===== src/rtl/avg_pkg.sv =====
package avg_pkg;
  typedef enum logic [1:0] {
    OP_ADD = 2'b00,
    OP_DIV = 2'b11
  } alu_op_e;

  localparam int ST_CLR = 0;
  localparam int ST_SUM = 1;
  localparam int ST_DIV = 2;
  localparam int ST_NUM = 3;
endpackage


===== src/rtl/avg_ctrl.sv =====
module avg_ctrl
  import avg_pkg::*;
(
  input  logic    clk,
  input  logic    rst,
  input  logic    start,
  input  logic    addr_lt_n,
  output logic    acc_clr,
  output logic    summing,
  output logic    opnd_sel,
  output alu_op_e alu_op
);
  logic [ST_NUM-1:0] st_q, st_d;

  always_comb begin
    st_d = '0;
    if (start) begin
      st_d[ST_CLR] = 1'b1;
    end else begin
      st_d[ST_CLR] = st_q[ST_DIV];
      st_d[ST_SUM] = st_q[ST_CLR] | (st_q[ST_SUM] & addr_lt_n);
      st_d[ST_DIV] = st_q[ST_SUM] & ~addr_lt_n;
    end
  end

  always_ff @(posedge clk) begin
    if (rst) st_q <= ST_NUM'(1) << ST_CLR;
    else     st_q <= st_d;
  end

  assign acc_clr  = st_q[ST_CLR];
  assign summing  = st_q[ST_SUM];
  assign opnd_sel = st_q[ST_DIV];
  assign alu_op   = alu_op_e'({2{st_q[ST_DIV]}});

  assert_onehot_R1: assert property (@(posedge clk) disable iff (rst)
    $countones(st_q) == 1);
  assert_start_clear_R2: assert property (@(posedge clk) disable iff (rst)
    start |=> st_q[ST_CLR]);
  assert_clear_to_sum_R3: assert property (@(posedge clk) disable iff (rst)
    (st_q[ST_CLR] && !start) |=> st_q[ST_SUM]);
  assert_div_to_clear_R4: assert property (@(posedge clk) disable iff (rst)
    st_q[ST_DIV] |=> st_q[ST_CLR]);
  assert_sum_exit_R4: assert property (@(posedge clk) disable iff (rst)
    (st_q[ST_SUM] && !addr_lt_n && !start) |=> st_q[ST_DIV]);
  assert_opcode_R6: assert property (@(posedge clk) disable iff (rst)
    (alu_op == OP_DIV) == opnd_sel);
endmodule


===== src/rtl/avg_alu.sv =====
module avg_alu
  import avg_pkg::*;
#(
  parameter int DATA_W = 32
) (
  input  alu_op_e           op,
  input  logic [DATA_W-1:0] a,
  input  logic [DATA_W-1:0] b,
  output logic [DATA_W-1:0] y
);
  always_comb begin
    case (op)
      OP_ADD:  y = a + b;
      OP_DIV:  y = (b == '0) ? '0 : a / b;
      default: y = '0;
    endcase
  end
endmodule


===== src/rtl/avg_datapath.sv =====
module avg_datapath
  import avg_pkg::*;
#(
  parameter int DATA_W = 32,
  parameter int ADDR_W = 8
) (
  input  logic              clk,
  input  logic              rst,
  input  logic              acc_clr,
  input  logic              summing,
  input  logic              opnd_sel,
  input  alu_op_e           alu_op,
  input  logic [DATA_W-1:0] n,
  input  logic [DATA_W-1:0] mem_data,
  output logic              addr_lt_n,
  output logic [ADDR_W-1:0] mem_addr,
  output logic [DATA_W-1:0] result,
  output logic              done
);
  logic [DATA_W-1:0] acc_q, addr_q, res_q, opnd_b, alu_y;
  logic              done_q;

  assign addr_lt_n = addr_q < n;
  assign opnd_b    = opnd_sel ? n : mem_data;

  avg_alu #(.DATA_W(DATA_W)) u_alu (
    .op (alu_op),
    .a  (acc_q),
    .b  (opnd_b),
    .y  (alu_y)
  );

  always_ff @(posedge clk) begin
    if (rst) begin
      acc_q  <= '0;
      addr_q <= '0;
      res_q  <= '0;
      done_q <= 1'b0;
    end else begin
      done_q <= opnd_sel;
      if (opnd_sel) res_q <= alu_y;
      if (acc_clr) begin
        acc_q  <= '0;
        addr_q <= '0;
      end else if (summing && addr_lt_n) begin
        acc_q  <= alu_y;
        addr_q <= addr_q + 1'b1;
      end
    end
  end

  assign mem_addr = addr_q[ADDR_W-1:0];
  assign result   = res_q;
  assign done     = done_q;

  assert_acc_clear_R5: assert property (@(posedge clk) disable iff (rst)
    acc_clr |=> (acc_q == '0 && addr_q == '0));
  assert_addr_step_R3: assert property (@(posedge clk) disable iff (rst)
    (summing && addr_lt_n) |=> addr_q == $past(addr_q) + 1'b1);
  assert_done_single_R7: assert property (@(posedge clk) disable iff (rst)
    done |=> !done);
  assert_zero_n_R8: assert property (@(posedge clk) disable iff (rst)
    (opnd_sel && n == '0) |=> result == '0);
endmodule


===== src/rtl/avg_unit.sv =====
module avg_unit
  import avg_pkg::*;
#(
  parameter int DATA_W = 32,
  parameter int ADDR_W = 8
) (
  input  logic              clk,
  input  logic              rst,
  input  logic              start,
  input  logic [DATA_W-1:0] n,
  input  logic [DATA_W-1:0] mem_data,
  output logic [ADDR_W-1:0] mem_addr,
  output logic [DATA_W-1:0] result,
  output logic              done
);
  logic    acc_clr, summing, opnd_sel, addr_lt_n;
  alu_op_e alu_op;

  avg_ctrl u_ctrl (
    .clk       (clk),
    .rst       (rst),
    .start     (start),
    .addr_lt_n (addr_lt_n),
    .acc_clr   (acc_clr),
    .summing   (summing),
    .opnd_sel  (opnd_sel),
    .alu_op    (alu_op)
  );

  avg_datapath #(.DATA_W(DATA_W), .ADDR_W(ADDR_W)) u_dp (
    .clk       (clk),
    .rst       (rst),
    .acc_clr   (acc_clr),
    .summing   (summing),
    .opnd_sel  (opnd_sel),
    .alu_op    (alu_op),
    .n         (n),
    .mem_data  (mem_data),
    .addr_lt_n (addr_lt_n),
    .mem_addr  (mem_addr),
    .result    (result),
    .done      (done)
  );
endmodule


===== config.mk =====
export PLATFORM = sky130hd
export DESIGN_NAME = avg_unit
export DESIGN_NICKNAME = d
export VERILOG_FILES = /design/src/rtl/avg_pkg.sv /design/src/rtl/avg_ctrl.sv /design/src/rtl/avg_alu.sv /design/src/rtl/avg_datapath.sv /design/src/rtl/avg_unit.sv
export SDC_FILE = /design/constraint.sdc
export NUM_CORES = 2
export LEC_CHECK = 0
export BUFFER_PORTS_ARGS = -buffer_cell sky130_fd_sc_hd__buf_2
export CORE_MARGIN = 2
export CORE_UTILIZATION = 45
export CTS_BUF_LIST = sky130_fd_sc_hd__clkbuf_4
export DETAILED_ROUTE_END_ITERATION = 8
export HOLD_SLACK_MARGIN = 0.02
export PLACE_DENSITY = 0.61
export SLEW_MARGIN = 20
export SYNTH_ARGS = -nofsm -noshare
export SYNTH_HDL_FRONTEND = slang
export SYNTH_SLANG_ARGS = --single-unit

===== constraint.sdc =====
create_clock -name clk -period 76.3 [get_ports clk]
set_input_delay 7.63 -clock clk [delete_from_list [all_inputs] [get_ports clk]]
set_output_delay 7.63 -clock clk [all_outputs]
set_load 0.005 [all_outputs]

Yosys cells after proc, flatten, opt, wreduce, memory -nomap -nowiden --
Cells that the tools add are included.
Word-level totals: bits in registers 100, input port bits 67, output and inout bits 41, word-level logic and storage cells 22
Operators by class: add/subtract/negate cells 2, divide/modulo/power cells 1, $lt $le $gt $ge 1, equality and inequality tests 1, mux-type cells 3, bitwise operators 4, reduce and logical (&&, ||, !) cells 5
Operators by type and width (number):
- $mux 32 | 2
- $pmux 32 s2 | 1
- $add 32x1->32 const B | 1
- $add 32x32->32 | 1
- $div 32x32->32 | 1
- $logic_not 32->1 | 1
- $lt 32x32->1 | 1
- $reduce_or 2->1 | 2
- $and 1x1->1 | 2
- $eq 2x2->1 const B | 1
- $logic_not 2->1 | 1
- $logic_and 1x1->1 | 1
- $not 1->1 | 1
- $or 1x1->1 | 1

Depth between registers and ports, before layout --
depth after elaboration 4, mapped depth 364, gate-level depth less buffers 318

Modules after synthesis --
A second synthesis with hierarchy kept.
Unflattened totals: cells, all modules 5288, area total of the unflattened synthesis 36952.9 µm²
By module, submodules not included:
- avg_alu | times used 1, cells each 4661, area each 31549.0 µm², seq. area each 0.0 µm²
- avg_datapath | times used 1, cells each 618, area each 5303.8 µm², seq. area each 1941.9 µm²
- avg_ctrl | times used 1, cells each 9, area each 100.1 µm², seq. area each 60.1 µm²

Worst setup path after synthesis --
No wires, ideal clock.
path type input to register, start input n[4], end register u_dp.acc_q[0], setup time 132 ps, arrival time 82385 ps, data required time 76168 ps, setup slack -6217 ps, cell stages on the path 330, path buffers 50, path through mux2i_1 > inv_1 > nor3b_1 > a31oi_1 > nor3b_1 > ha_1 > o21a_1 > o221a_2 > nor4b_1 > or4b_2 > nand2_1 > ha_1 > o21a_1 > o211a_1 > and3_1 > or3b_1 > nand2_1 > ha_1 > [... 294 more ...] > clkbuf_1 > nand2_1 > o21ai_0 > ha_1 > a21boi_0 > o21a_1 > o21a_1 > o21a_1 > o21a_1 > o21a_1 > o21a_1 > o21a_1 > o21a_1 > o21ai_0 > a211oi_1 > o21ai_0 > o21a_1 > a21oi_1
Between the ends: longest elaborated chain between the ends 4, elaborated cells between the ends (all ways) 7, classes of those cells 1 x div; 1 x order compare; 3 x mux; 2 x reduce/logical
RTL lines:
- from (decl) | RTL line avg_unit.sv:10 | input logic [DATA_W-1:0] n,
- $mux 32 | RTL line avg_datapath.sv:24 | assign opnd_b = opnd_sel ? n : mem_data;
- $div 32x32->32 or $logic_not 32->1 (tied branches) | RTL line avg_alu.sv:14 | OP_DIV: y = (b == '0) ? '0 : a / b;
- $mux 32 | RTL line avg_alu.sv:14
- $pmux 32 s2 | RTL line avg_alu.sv:12 | case (op)
- to (signal assigned) | RTL line avg_datapath.sv:46 | acc_q <= alu_y;
- to (decl) | RTL line avg_datapath.sv:20 | logic [DATA_W-1:0] acc_q, addr_q, res_q, opnd_b, alu_y;
Several ways; a longest one is shown, not always the timed one. A chain may end at the register's enable or synchronous reset.

Worst setup path after layout --
start input mem_data[16], end register u_dp.acc_q[0]
Between the ends: longest elaborated chain between the ends 4, elaborated cells between the ends (all ways) 5, classes of those cells 1 x div; 3 x mux; 1 x reduce/logical
RTL lines:
- from (decl) | RTL line avg_unit.sv:11 | input logic [DATA_W-1:0] mem_data,
- $mux 32 * | RTL line avg_datapath.sv:24
- $div 32x32->32 or $logic_not 32->1 (tied branches) | RTL line avg_alu.sv:14
- $mux 32 * | RTL line avg_alu.sv:14
- $pmux 32 s2 * | RTL line avg_alu.sv:12
Mark *: on every way between the ends. The rest lies on a longest branch, timed or not.

==> impl_metrics.py <==
metrics = {
    "worst_hold_path": {
        "hold_end": "u_dp.result[22]",
        "hold_depth": 2,
        "min_from": "u_dp.result[22]",
        "hp-class": "register to register",
    },
    "place": {
        "hpwl_um": 124000,
        "port_buffers": 107,
        "place_congestion": 1.05,
        "place_area_sq_mm": 0.0393,
    },
    "yosys": {
        "synthArstFlopShare_pct": 0,
        "mappedNetlistArea_sq_mm": 0.0353,
        "yosysSeqAreaShare_pct": 5.68,
        "ys_ff_latch": 100,
        "syn_nets": 5732,
        "synth_commonest_cells": "ha_1, nor2_1, nand2_1",
        "ys_dominant_reg_cell": "dfxtp_1",
        "ys_types": 92,
        "yosysWarnings": 0,
        "synth_area_per_cell_sq_um": 6.95,
        "synthMostInstantiatedCell": "ha_1",
        "synthCells": 5072,
        "synth_top_area_share_pct": 21.0,
        "synth_edf_count": 0,
        "yosys-top-cells-area": "ha_1, a21oi_1, dfxtp_1",
        "post-synth-top-area-cell": "ha_1",
    },
    "pwr": {
        "leakagePower_nw": 20.2,
        "worst_ir_drop_vdd_uv": 6.00,
        "power_density_mw_per_mm2": 4.95,
        "pwr-share-clk_pct": 14.3,
        "pwr-share-comb_pct": 59.6,
        "p_int_uw": 106,
        "p_switching_uw": 98.1,
        "seqPwrFrac_pct": 26.1,
        "swShare_pct": 48.0,
    },
    "grt": {
        "grt_max_degree": 76,
        "track_usage_pct": 36.4,
        "grtUsageMet2_pct": 59.4,
        "grt_pass1_wl_um": 231000,
        "gr-usage-met1_pct": 48.1,
        "grt_pass1_vias": 38254,
        "grt_busiest_layer": "met2",
        "antenna_found_initial": 2,
        "grt-ovfl-total": 0,
        "met3_usage_pct": 5.35,
    },
    "critical_path": {
        "start_kind": "input pin",
        "arrival_ns": 74.47,
        "cp_max_fo": 22,
        "required_ns": 76.69,
        "r2r-start": "u_ctrl.st_q[2]",
        "r2r-end": "u_dp.acc_q[0]",
        "path_delay_family": "compound AO/OA/AOI/OAI gates",
        "crit_slowest_cell": "or4b_2",
        "path_buf_inv": 40,
        "reg2regPathDepth": 316,
        "rrSetupSlack_ns": 7.80,
        "crit_path_max_incr_delay_ns": 0.73,
        "worstSetupPathType": "input pin to register",
        "crit_path_end_kind": "register",
    },
    "sta": {
        "slew_headroom_pct": 24.7,
        "max_freq_mhz": 13.5,
        "post-route-period-util_pct": 97.1,
        "tns_ns": 0,
        "finalClockSkew_ns": 0.0182,
        "worst_pin_slew_ns": 1.12,
        "finalHoldViolCount": 0,
        "finalSetupViolations": 0,
        "slew_violations": 0,
        "fin_crit_ns": 74.07,
    },
    "die": {
        "die_area_sq_mm": 0.0806,
        "initial_core_util_pct": 45.5,
        "pin_count": 108,
        "rows": 102,
        "core-area_sq_mm": 0.0775,
        "chipWidth_um": 284,
        "die_height_um": 284,
    },
    "cts": {
        "max-clock-path-buffers": 2,
        "cts_tree": "yes",
        "clk_pin_slew_worst_paths_ns": 0.17,
        "cts_buffers": 9,
        "postCtsHoldBufs": 0,
        "clock-sinks": 100,
        "cts-htree-levels": 3,
        "cts_root_buf": "clkbuf_4",
        "clk_latency_ns": 0.53,
    },
    "detailed_routing": {
        "wl_um": 155000,
        "post_drt_wl_per_cell_um": 24.1,
        "drc": 0,
        "drtAntennaViolNets": 0,
        "dr.first_iter.drc_count": 3612,
        "firstDrtPassIters": 8,
        "vias": 41165,
        "vias_per_cell": 6.38,
    },
    "layout": {
        "post-route-util_pct": 53.3,
        "fillCellCount": 7930,
        "areaGrowthSynthToFinish_pct": 17.1,
        "fin_nets": 6059,
        "regArea_sq_mm": 0.00201,
        "multi_input_area_sq_mm": 0.0333,
        "drive_gt1_share_pct": 17.2,
        "final_cell_area_sq_mm": 0.0413,
    },
    "run": {
        "cap_violations": 0,
    },
    "run_status": {
        "outcome": "finished, final reports clean",
    },
}
worst max-delay path by stage:
stage	start	endpoint	slack, ns	depth (start not counted)
after floorplan	n[13]	u_dp.acc_q[0]	0.02	335
after global placement	mem_data[16]	u_dp.acc_q[0]	-2.13	299
after detailed placement	n[13]	u_dp.acc_q[0]	-2.88	299
after CTS	n[13]	u_dp.acc_q[0]	0.004	310
after global routing	n[13]	u_dp.acc_q[0]	-0.81	320
final	mem_data[16]	u_dp.acc_q[0]	2.23	316
sequential cells by signal, indices dropped and copies added (netlist names):
signal and count:
u_dp.result 32, u_dp.addr_q 32, u_dp.done 1, u_ctrl.st_q 3
u_dp.acc_q 32
layout make-up:
class                      instances  share of cell area, %
multi-input combinational       4548                   80.7
timing repair buffer             505                   8.88
antenna                            4                 0.0242
sequential                       100                   4.86
clock inverter                     7                  0.124
clock buffer                       9                  0.164
tap                             1040                   3.15
inverter                         235                   2.14
layout by cell type (no fill, tap or decap), types with 18 or more instances in the layout:
master and count:
nor2b_1 45, or3_1 87, o21a_1 137, inv_1 234, a21o_1 199, nand2b_1 38
mux2i_1 24, a31o_2 19, buf_2 108, xnor2_1 220, a21oi_1 371, a21oi_2 38
a211oi_1 37, o211ai_1 79, mux2i_4 20, nor2_1 497, or2_2 37, buf_4 378
o21ai_0 252, a31oi_1 70, o221ai_1 21, a211o_1 22, o21bai_1 43, ha_1 579
mux2_2 63, and3_1 37, o31a_1 20, and2_1 33, o21ai_1 31, xor2_1 167
nor3_1 147, o31ai_1 33, a21boi_0 22, dfxtp_1 99, nand3_1 131, and4_1 18
nand4_1 55, nor4_1 32, nand2_1 480
tightest hold or removal path: stages, from the launching register on:
cell and delay, ns:
dfxtp_1 0.34, nand2_1 0.06, a21oi_1 0.05
through the flow:
stage / power, mW / cells / hold slack (ns) / setup slack [ns]
after floorplan: 0.131 / 5072 / 0.423 / 0.0220
after global placement: 0.168 / 6349 / 0.451 / -2.13
after detailed placement: 0.168 / 6349 / 0.456 / -2.88
after CTS: 0.197 / 6377 / 0.478 / 0.00442
after global routing: 0.216 / 6445 / 0.500 / -0.807
final: 0.204 / 6448 / 0.477 / 2.23
logic make-up after synthesis:
kind of cell,synth area share (%)
flops,5.68
xor+xnor,9.61
simple gates,23.7
fa+ha+maj,21.1
mux,3.64
buf+inv,4.65
compound gates,31.7
routing by layer:
layer | part of all wire [%] | vias to the layer above
met5 | 0 | -
met4 | 4.8 | 0
met3 | 8.3 | 398
met2 | 44 | 1790
met1 | 42 | 19448
li1 | - | 19529
timing repair:
action / in CTS / in global routing
cloned: 0 / 1
buffers inserted: 12 / 66
endpoints found under the hold margin: 0 / 0
gates resized for setup: 41 / 262
endpoints found under the setup margin: 4 / 6
pin swaps: 8 / 78
power groups by stage:
stage / clock, mW / combinational [mW] / sequential, mW
2_1_floorplan: 0 / 0.0775 / 0.0540
3_3_place_gp: 0 / 0.114 / 0.0543
3_5_place_dp: 0 / 0.114 / 0.0544
4_1_cts: 0.0289 / 0.115 / 0.0533
5_1_grt: 0.0311 / 0.131 / 0.0534
6_report: 0.0293 / 0.122 / 0.0533
Power figures use the tool's default switching activity.
